===== src/rtl/uartFgPkg.sv =====
package uartFgPkg;

  typedef struct packed {
    logic txLoad;     // accept byte, drive start level
    logic txShift;    // put next data bit on the line
    logic txStop;     // drive stop level, raise transmit flag
    logic rxShiftIn;  // capture a data bit at its centre
    logic rxEnd;      // stop-bit centre: commit decision
  } uartStrobes_t;

  typedef enum logic [1:0] {
    PH_IDLE  = 2'd0,
    PH_START = 2'd1,
    PH_DATA  = 2'd2,
    PH_STOP  = 2'd3
  } framePhase_t;

endpackage


===== src/rtl/uartFgControl.sv =====
module uartFgControl
  import uartFgPkg::*;
#(
  parameter int OVERSAMPLE = 16,
  parameter int DATA_BITS  = 8
) (
  input  logic         clk,
  input  logic         rstN,
  input  logic         baudTick,
  input  logic         txWrite,
  input  logic         rxBit,
  input  logic         rxEnable,
  output uartStrobes_t strobes
);

  localparam int TICK_W = $clog2(OVERSAMPLE);
  localparam int BIT_W  = (DATA_BITS > 1) ? $clog2(DATA_BITS) : 1;
  localparam logic [TICK_W-1:0] TICK_LAST = TICK_W'(OVERSAMPLE - 1);
  localparam logic [TICK_W-1:0] HALF_LAST = TICK_W'(OVERSAMPLE / 2 - 1);
  localparam logic [BIT_W-1:0]  BIT_LAST  = BIT_W'(DATA_BITS - 1);

  framePhase_t       txPhase;
  logic [TICK_W-1:0] txTick;
  logic [BIT_W-1:0]  txBitIdx;
  framePhase_t       rxPhase;
  logic [TICK_W-1:0] rxTick;
  logic [BIT_W-1:0]  rxBitIdx;

  logic txBitEnd;
  logic rxBitEnd;

  assign txBitEnd = baudTick && (txTick == TICK_LAST);
  assign rxBitEnd = baudTick && (rxTick == TICK_LAST);

  // Transmit sequencer
  always_ff @(posedge clk or negedge rstN) begin
    if (!rstN) begin
      txPhase  <= PH_IDLE;
      txTick   <= '0;
      txBitIdx <= '0;
    end else begin
      unique case (txPhase)
        PH_IDLE: begin
          if (txWrite) begin
            txPhase <= PH_START;
            txTick  <= '0;
          end
        end
        PH_START: begin
          if (txBitEnd) begin
            txPhase  <= PH_DATA;
            txTick   <= '0;
            txBitIdx <= '0;
          end else if (baudTick) begin
            txTick <= txTick + 1'b1;
          end
        end
        PH_DATA: begin
          if (txBitEnd) begin
            txTick <= '0;
            if (txBitIdx == BIT_LAST) begin
              txPhase <= PH_STOP;
            end else begin
              txBitIdx <= txBitIdx + 1'b1;
            end
          end else if (baudTick) begin
            txTick <= txTick + 1'b1;
          end
        end
        PH_STOP: begin
          if (txBitEnd) begin
            txPhase <= PH_IDLE;
            txTick  <= '0;
          end else if (baudTick) begin
            txTick <= txTick + 1'b1;
          end
        end
        default: txPhase <= PH_IDLE;
      endcase
    end
  end

  // Receive sequencer
  always_ff @(posedge clk or negedge rstN) begin
    if (!rstN) begin
      rxPhase  <= PH_IDLE;
      rxTick   <= '0;
      rxBitIdx <= '0;
    end else begin
      unique case (rxPhase)
        PH_IDLE: begin
          if (baudTick && rxEnable && !rxBit) begin
            rxPhase <= PH_START;
            rxTick  <= '0;
          end
        end
        PH_START: begin
          if (baudTick) begin
            if (rxTick == HALF_LAST) begin
              rxTick   <= '0;
              rxBitIdx <= '0;
              rxPhase  <= rxBit ? PH_IDLE : PH_DATA;
            end else begin
              rxTick <= rxTick + 1'b1;
            end
          end
        end
        PH_DATA: begin
          if (rxBitEnd) begin
            rxTick <= '0;
            if (rxBitIdx == BIT_LAST) begin
              rxPhase <= PH_STOP;
            end else begin
              rxBitIdx <= rxBitIdx + 1'b1;
            end
          end else if (baudTick) begin
            rxTick <= rxTick + 1'b1;
          end
        end
        PH_STOP: begin
          if (rxBitEnd) begin
            rxPhase <= PH_IDLE;
            rxTick  <= '0;
          end else if (baudTick) begin
            rxTick <= rxTick + 1'b1;
          end
        end
        default: rxPhase <= PH_IDLE;
      endcase
    end
  end

  always_comb begin
    strobes           = '0;
    strobes.txLoad    = (txPhase == PH_IDLE) && txWrite;
    strobes.txShift   = txBitEnd && ((txPhase == PH_START) ||
                        ((txPhase == PH_DATA) && (txBitIdx != BIT_LAST)));
    strobes.txStop    = txBitEnd && (txPhase == PH_DATA) && (txBitIdx == BIT_LAST);
    strobes.rxShiftIn = rxBitEnd && (rxPhase == PH_DATA);
    strobes.rxEnd     = rxBitEnd && (rxPhase == PH_STOP);
  end

endmodule


===== src/rtl/uartFgDatapath.sv =====
module uartFgDatapath
  import uartFgPkg::*;
#(
  parameter int DATA_BITS   = 8,
  parameter int SYNC_STAGES = 2
) (
  input  logic                 clk,
  input  logic                 rstN,
  input  uartStrobes_t         strobes,
  input  logic [DATA_BITS-1:0] txData,
  input  logic                 rxLine,
  input  logic                 cfgWrite,
  input  logic                 cfgRxEnable,
  input  logic                 cfgStopCheck,
  input  logic                 cfgTxFlag,
  input  logic                 cfgRxFlag,
  output logic                 rxBit,
  output logic                 txLine,
  output logic                 rxEnable,
  output logic                 stopCheck,
  output logic                 txFlag,
  output logic                 rxFlag,
  output logic                 rxStopBit,
  output logic [DATA_BITS-1:0] rxBuffer
);

  logic [SYNC_STAGES-1:0] syncReg;
  logic [DATA_BITS-1:0]   txShiftReg;
  logic [DATA_BITS-1:0]   rxShiftReg;
  logic                   rxCommit;

  // Receive line synchronizer, idles at the mark level
  always_ff @(posedge clk or negedge rstN) begin
    if (!rstN) syncReg <= '1;
    else       syncReg <= {syncReg[SYNC_STAGES-2:0], rxLine};
  end
  assign rxBit = syncReg[SYNC_STAGES-1];

  // Transmit shifter and line driver
  always_ff @(posedge clk or negedge rstN) begin
    if (!rstN) begin
      txShiftReg <= '0;
      txLine     <= 1'b1;
    end else if (strobes.txLoad) begin
      txShiftReg <= txData;
      txLine     <= 1'b0;
    end else if (strobes.txShift) begin
      txLine     <= txShiftReg[0];
      txShiftReg <= txShiftReg >> 1;
    end else if (strobes.txStop) begin
      txLine     <= 1'b1;
    end
  end

  // Receive shifter, least significant bit arrives first
  always_ff @(posedge clk or negedge rstN) begin
    if (!rstN)                  rxShiftReg <= '0;
    else if (strobes.rxShiftIn) rxShiftReg <= {rxBit, rxShiftReg[DATA_BITS-1:1]};
  end

  assign rxCommit = strobes.rxEnd && !rxFlag && (!stopCheck || rxBit);

  always_ff @(posedge clk or negedge rstN) begin
    if (!rstN) begin
      rxBuffer  <= '0;
      rxStopBit <= 1'b0;
    end else if (rxCommit) begin
      rxBuffer  <= rxShiftReg;
      rxStopBit <= rxBit;
    end
  end

  // Configuration and sticky flags; a hardware set wins over a clear
  always_ff @(posedge clk or negedge rstN) begin
    if (!rstN) begin
      rxEnable  <= 1'b0;
      stopCheck <= 1'b0;
      txFlag    <= 1'b0;
      rxFlag    <= 1'b0;
    end else begin
      if (cfgWrite) begin
        rxEnable  <= cfgRxEnable;
        stopCheck <= cfgStopCheck;
      end
      if (strobes.txStop)            txFlag <= 1'b1;
      else if (cfgWrite && !cfgTxFlag) txFlag <= 1'b0;
      if (rxCommit)                  rxFlag <= 1'b1;
      else if (cfgWrite && !cfgRxFlag) rxFlag <= 1'b0;
    end
  end

endmodule


===== src/rtl/uartFlagGated.sv =====
module uartFlagGated
  import uartFgPkg::*;
#(
  parameter int OVERSAMPLE  = 16,
  parameter int DATA_BITS   = 8,
  parameter int SYNC_STAGES = 2
) (
  input  logic                 clk,
  input  logic                 rstN,
  input  logic                 baudTick,
  input  logic                 rxLine,
  output logic                 txLine,
  input  logic                 txWrite,
  input  logic [DATA_BITS-1:0] txData,
  input  logic                 cfgWrite,
  input  logic                 cfgRxEnable,
  input  logic                 cfgStopCheck,
  input  logic                 cfgTxFlag,
  input  logic                 cfgRxFlag,
  input  logic                 irqEnable,
  output logic                 rxEnable,
  output logic                 stopCheck,
  output logic                 txFlag,
  output logic                 rxFlag,
  output logic                 rxStopBit,
  output logic [DATA_BITS-1:0] rxBuffer,
  output logic                 irq
);

  uartStrobes_t strobes;
  logic         rxBit;

  uartFgControl #(
    .OVERSAMPLE(OVERSAMPLE),
    .DATA_BITS (DATA_BITS)
  ) ctrl (
    .clk     (clk),
    .rstN    (rstN),
    .baudTick(baudTick),
    .txWrite (txWrite),
    .rxBit   (rxBit),
    .rxEnable(rxEnable),
    .strobes (strobes)
  );

  uartFgDatapath #(
    .DATA_BITS  (DATA_BITS),
    .SYNC_STAGES(SYNC_STAGES)
  ) dp (
    .clk         (clk),
    .rstN        (rstN),
    .strobes     (strobes),
    .txData      (txData),
    .rxLine      (rxLine),
    .cfgWrite    (cfgWrite),
    .cfgRxEnable (cfgRxEnable),
    .cfgStopCheck(cfgStopCheck),
    .cfgTxFlag   (cfgTxFlag),
    .cfgRxFlag   (cfgRxFlag),
    .rxBit       (rxBit),
    .txLine      (txLine),
    .rxEnable    (rxEnable),
    .stopCheck   (stopCheck),
    .txFlag      (txFlag),
    .rxFlag      (rxFlag),
    .rxStopBit   (rxStopBit),
    .rxBuffer    (rxBuffer)
  );

  assign irq = irqEnable & (txFlag | rxFlag);

endmodule


===== config.mk =====
export PLATFORM = sky130hd
export DESIGN_NAME = uartFlagGated
export DESIGN_NICKNAME = d
export VERILOG_FILES = /design/src/rtl/uartFgPkg.sv /design/src/rtl/uartFgControl.sv /design/src/rtl/uartFgDatapath.sv /design/src/rtl/uartFlagGated.sv
export SDC_FILE = /design/constraint.sdc
export NUM_CORES = 1
export LEC_CHECK = 0
export ABC_AREA = 1
export BUFFER_PORTS_ARGS = -buffer_cell sky130_fd_sc_hd__buf_4
export CORE_MARGIN = 1
export CORE_UTILIZATION = 51
export DETAILED_ROUTE_END_ITERATION = 10
export PLACE_DENSITY = 0.84
export SLEW_MARGIN = 40
export SYNTH_ARGS = -nofsm -noshare
export SYNTH_HDL_FRONTEND = slang
export SYNTH_SLANG_ARGS = --single-unit
export TNS_END_PERCENT = 1

===== constraint.sdc =====
create_clock -name clk -period 1.47 [get_ports clk]
set_input_delay 0.147 -clock clk [delete_from_list [all_inputs] [get_ports clk]]
set_output_delay 0.147 -clock clk [all_outputs]
set_load 0.02 [all_outputs]

==> results.json <==
{
  "status": "finished clean",
  "clock_latency_ns": 0.31,
  "instances_no_fill": 385,
  "diodes": 0,
  "cts.sink_count": 50,
  "gp_congestion": 0.817,
  "crit_chain": "buf_6, ha_4, or2_4, o21ai_2, nand3b_1, nand2_1, o21ai_1",
  "cts_buffers": 5,
  "fmax_ghz": 0.689,
  "power.internal_w": 0.00285,
  "io_pins": 34,
  "portBuffers": 33,
  "cts_tree": "built",
  "synth_seq_cells": 50,
  "floorplan.rows": 24,
  "yosysWarnings": 0,
  "async_reset_ff_frac": 1.00,
  "fillerInstances": 368,
  "clock-root-buffer": "clkbuf_8",
  "dr.pass1.iters": 4,
  "timing.slew.headroom": 0.587,
  "dp.cells": 373,
  "avgViaCountPerCell": 5.19,
  "wl_per_cell_um": 12.1,
  "dpl_cell_area_sq_mm": 0.00285,
  "fin_skew_ns": 0.00802,
  "grt_pass1_wl_um": 7960,
  "reg2reg_slack_ns": 0.02,
  "cp-start-kind": "flip-flop",
  "grt_max_degree": 51,
  "ys_seq_area_frac": 0.510,
  "rr_endpoint": "ctrl.txPhase[0]$_DFFE_PN0P_",
  "switching_share": 0.381,
  "setup_viol": 0,
  "final_area_sq_mm": 0.00308,
  "clk_pin_slew_ns": 0.09,
  "whs_path_depth": 3,
  "path_delay_family": "simple AND/OR/NAND/NOR gates",
  "wirelength_um": 4670,
  "tightestPinTransition_ns": 0.616,
  "slew_violations": 0,
  "regArea_sq_mm": 0.00125,
  "clkPwrFrac": 0.179,
  "h-tree-depth": 2,
  "vias": 2000,
  "worstReg2RegStart": "ctrl.txPhase[0]$_DFFE_PN0P_",
  "seq_power_share": 0.411,
  "die_h_um": 71.5,
  "synth_edf_count": 0,
  "path_buf_inv": 1,
  "p_leak_nw": 1.53,
  "layout_min_cycle_time_ns": 1.45,
  "antenna_found_initial": 0,
  "syn-cell-area_sq_mm": 0.00246,
  "syn_inst": 279,
  "hold_end": "dp.stopCheck$_DFFE_PN0P_",
  "ant_nets": 0,
  "peakVddDrop_uv": 902,
  "nets": 362,
  "power_w": 0.00460,
  "worstPathRequired_ns": 1.66,
  "syn-num-nets": 309,
  "overflow": 0,
  "yosys.cell_types.count": 29,
  "drv_cap": 0,
  "grt_pass1_vias": 1810,
  "hp-start": "cfgStopCheck",
  "critPathMaxStageDelay_ns": 0.42,
  "power-per-cell-area_mw_per_mm2": 1490,
  "syn2layout_area_growth_pct": 25.3,
  "min_path_type": "in2reg",
  "ys.flop_type": "dfrtp_1",
  "grt_setup_unrepaired": "true",
  "drtIter0Drc": 115,
  "core-area_sq_mm": 0.00450,
  "power_frac_comb": 0.410,
  "crit_arrival_ns": 1.64,
  "path_max_fanout": 4,
  "drive_above_1_share": 0.300,
  "crit_path_top_delay_cell": "dfrtp_1",
  "power_switching_w": 0.00175,
  "r2r_cells": 7,
  "drc": 0,
  "fp.dieW_um": 71.5,
  "dp_hpwl_um": 3230,
  "syn_avg_cell_area_sq_um": 8.82,
  "max-clock-path-buffers": 2,
  "die_area_sq_mm": 0.00511,
  "min_period_over_period": 0.987,
  "final_util": 0.684,
  "start_util": 0.546,
  "multi_input_area_sq_mm": 0.00117,
  "critPathKind": "reg2reg",
  "grt_use_total": 0.200,
  "cp-startpoint": "ctrl.txPhase[0]$_DFFE_PN0P_",
  "cp-end-kind": "flip-flop",
  "hold_viol": 0
}
cells in the mapped netlist (2+ instances only):
cell,n,area (sq um)
a21oi_1,4,20.0
buf_2,3,15.0
dfrtp_1,47,1180
dfstp_2,3,78.8
ha_1,11,138
inv_1,26,97.6
inv_2,2,7.51
mux2i_1,2,20.0
nand2_1,86,323
nand2_2,2,12.5
nand3_1,23,115
nor2_1,14,52.6
nor2_2,2,12.5
nor2_4,4,45.0
o21a_1,2,15.0
o21ai_0,21,105
o21ai_1,4,20.0
o21ai_2,10,87.6
xor2_1,3,26.3
cells by family (layout without fill, tap and decap cells):
logic type | Yosys count | in the layout | synth area share
xor gates and xnor gates | 3 | 3 | 0.0107
adders and majority gates | 11 | 11 | 0.0560
AOI/OAI and AO/OA | 46 | 46 | 0.121
DFF | 50 | 50 | 0.510
muxes | 2 | 2 | 0.00814
buffers and inverters | 32 | 86 | 0.0534
and+or+nand+nor | 135 | 135 | 0.241
worst max path at each step:
stage                              endpoint  slack [ns]  depth (start not counted)
3_3_place_gp    ctrl.txPhase[0]$_DFFE_PN0P_       -0.04                          7
6_report        ctrl.txPhase[0]$_DFFE_PN0P_        0.02                          7
4_1_cts         ctrl.txPhase[1]$_DFFE_PN0P_       -0.01                          7
3_5_place_dp    ctrl.txPhase[0]$_DFFE_PN0P_       -0.08                          7
5_1_grt        ctrl.rxBitIdx[2]$_DFFE_PN0P_       -0.08                          8
2_1_floorplan  dp.txShiftReg[6]$_DFFE_PN0P_       0.003                          7
metal layers:
metal,global-route usage,share of wire,up-vias
met2,0.337,0.50,45
met3,0.0450,0.042,9
li1,-,-,1009
met1,0.261,0.44,937
met5,0,0,-
met4,0.0588,0.016,0
through the flow:
step | setup slack, ns | TNS [ns] | hold slack, ns
after floorplan | 0.00350 | 0 | -0.149
after global placement | -0.0426 | -0.0619 | 0.204
after detailed placement | -0.0846 | -0.367 | 0.209
after CTS | -0.0143 | -0.0143 | 0.0288
after global routing | -0.0764 | -0.973 | 0.0598
final | 0.0192 | 0 | 0.0385
power by group through the flow:
stage | Sequential, W | Combinational, W | Clock, W
after global placement | 0.00188 | 0.00153 | 0
after floorplan | 0.00186 | 0.00110 | 0
final | 0.00189 | 0.00189 | 0.000823
after CTS | 0.00188 | 0.00168 | 0.000855
after global routing | 0.00192 | 0.00211 | 0.000916
after detailed placement | 0.00189 | 0.00158 | 0
what timing repair did:
action,4_1_cts,5_1_grt
hold endpoints to repair,48,0
endpoints found under the setup margin,17,40
pin swaps,5,11
setup buffers,1,1
hold buffers,2,0
gates resized for setup,10,23
sequential cells by signal, indices dropped and copies added, names as in the netlist, 2 cells and up, named ones only:
register / flops
dp.rxBuffer: 8
dp.rxShiftReg: 8
dp.txShiftReg: 8
ctrl.rxTick: 4
ctrl.txTick: 4
ctrl.rxBitIdx: 3
ctrl.txBitIdx: 3
ctrl.txPhase: 2
dp.syncReg: 2
cells in the final DEF (no fill, tap or decap), types with 6 or more instances in the layout:
cell type,instances
nand2_1,84
inv_2,6
buf_4,45
dfrtp_1,47
o21ai_1,7
inv_1,22
nor2_1,11
o21ai_0,17
o21ai_2,11
nand3_1,23
worst register-to-register path: stages (launching register included):
cell and delay (ns):
dfrtp_1 0.42, buf_6 0.13, ha_4 0.15, or2_4 0.23, o21ai_2 0.11, nand3b_1 0.14, nand2_1 0.09, o21ai_1 0.07
final cells by class:
cell class	instances	share of cell area
clock inverters	3	0.00812
well taps	52	0.0211
inverters	28	0.0341
clock buffers	5	0.0223
repair buffers	50	0.127
multi-input cells	197	0.380
flip-flops and latches	50	0.407
Note: power is estimated with default switching activity, not from simulation.
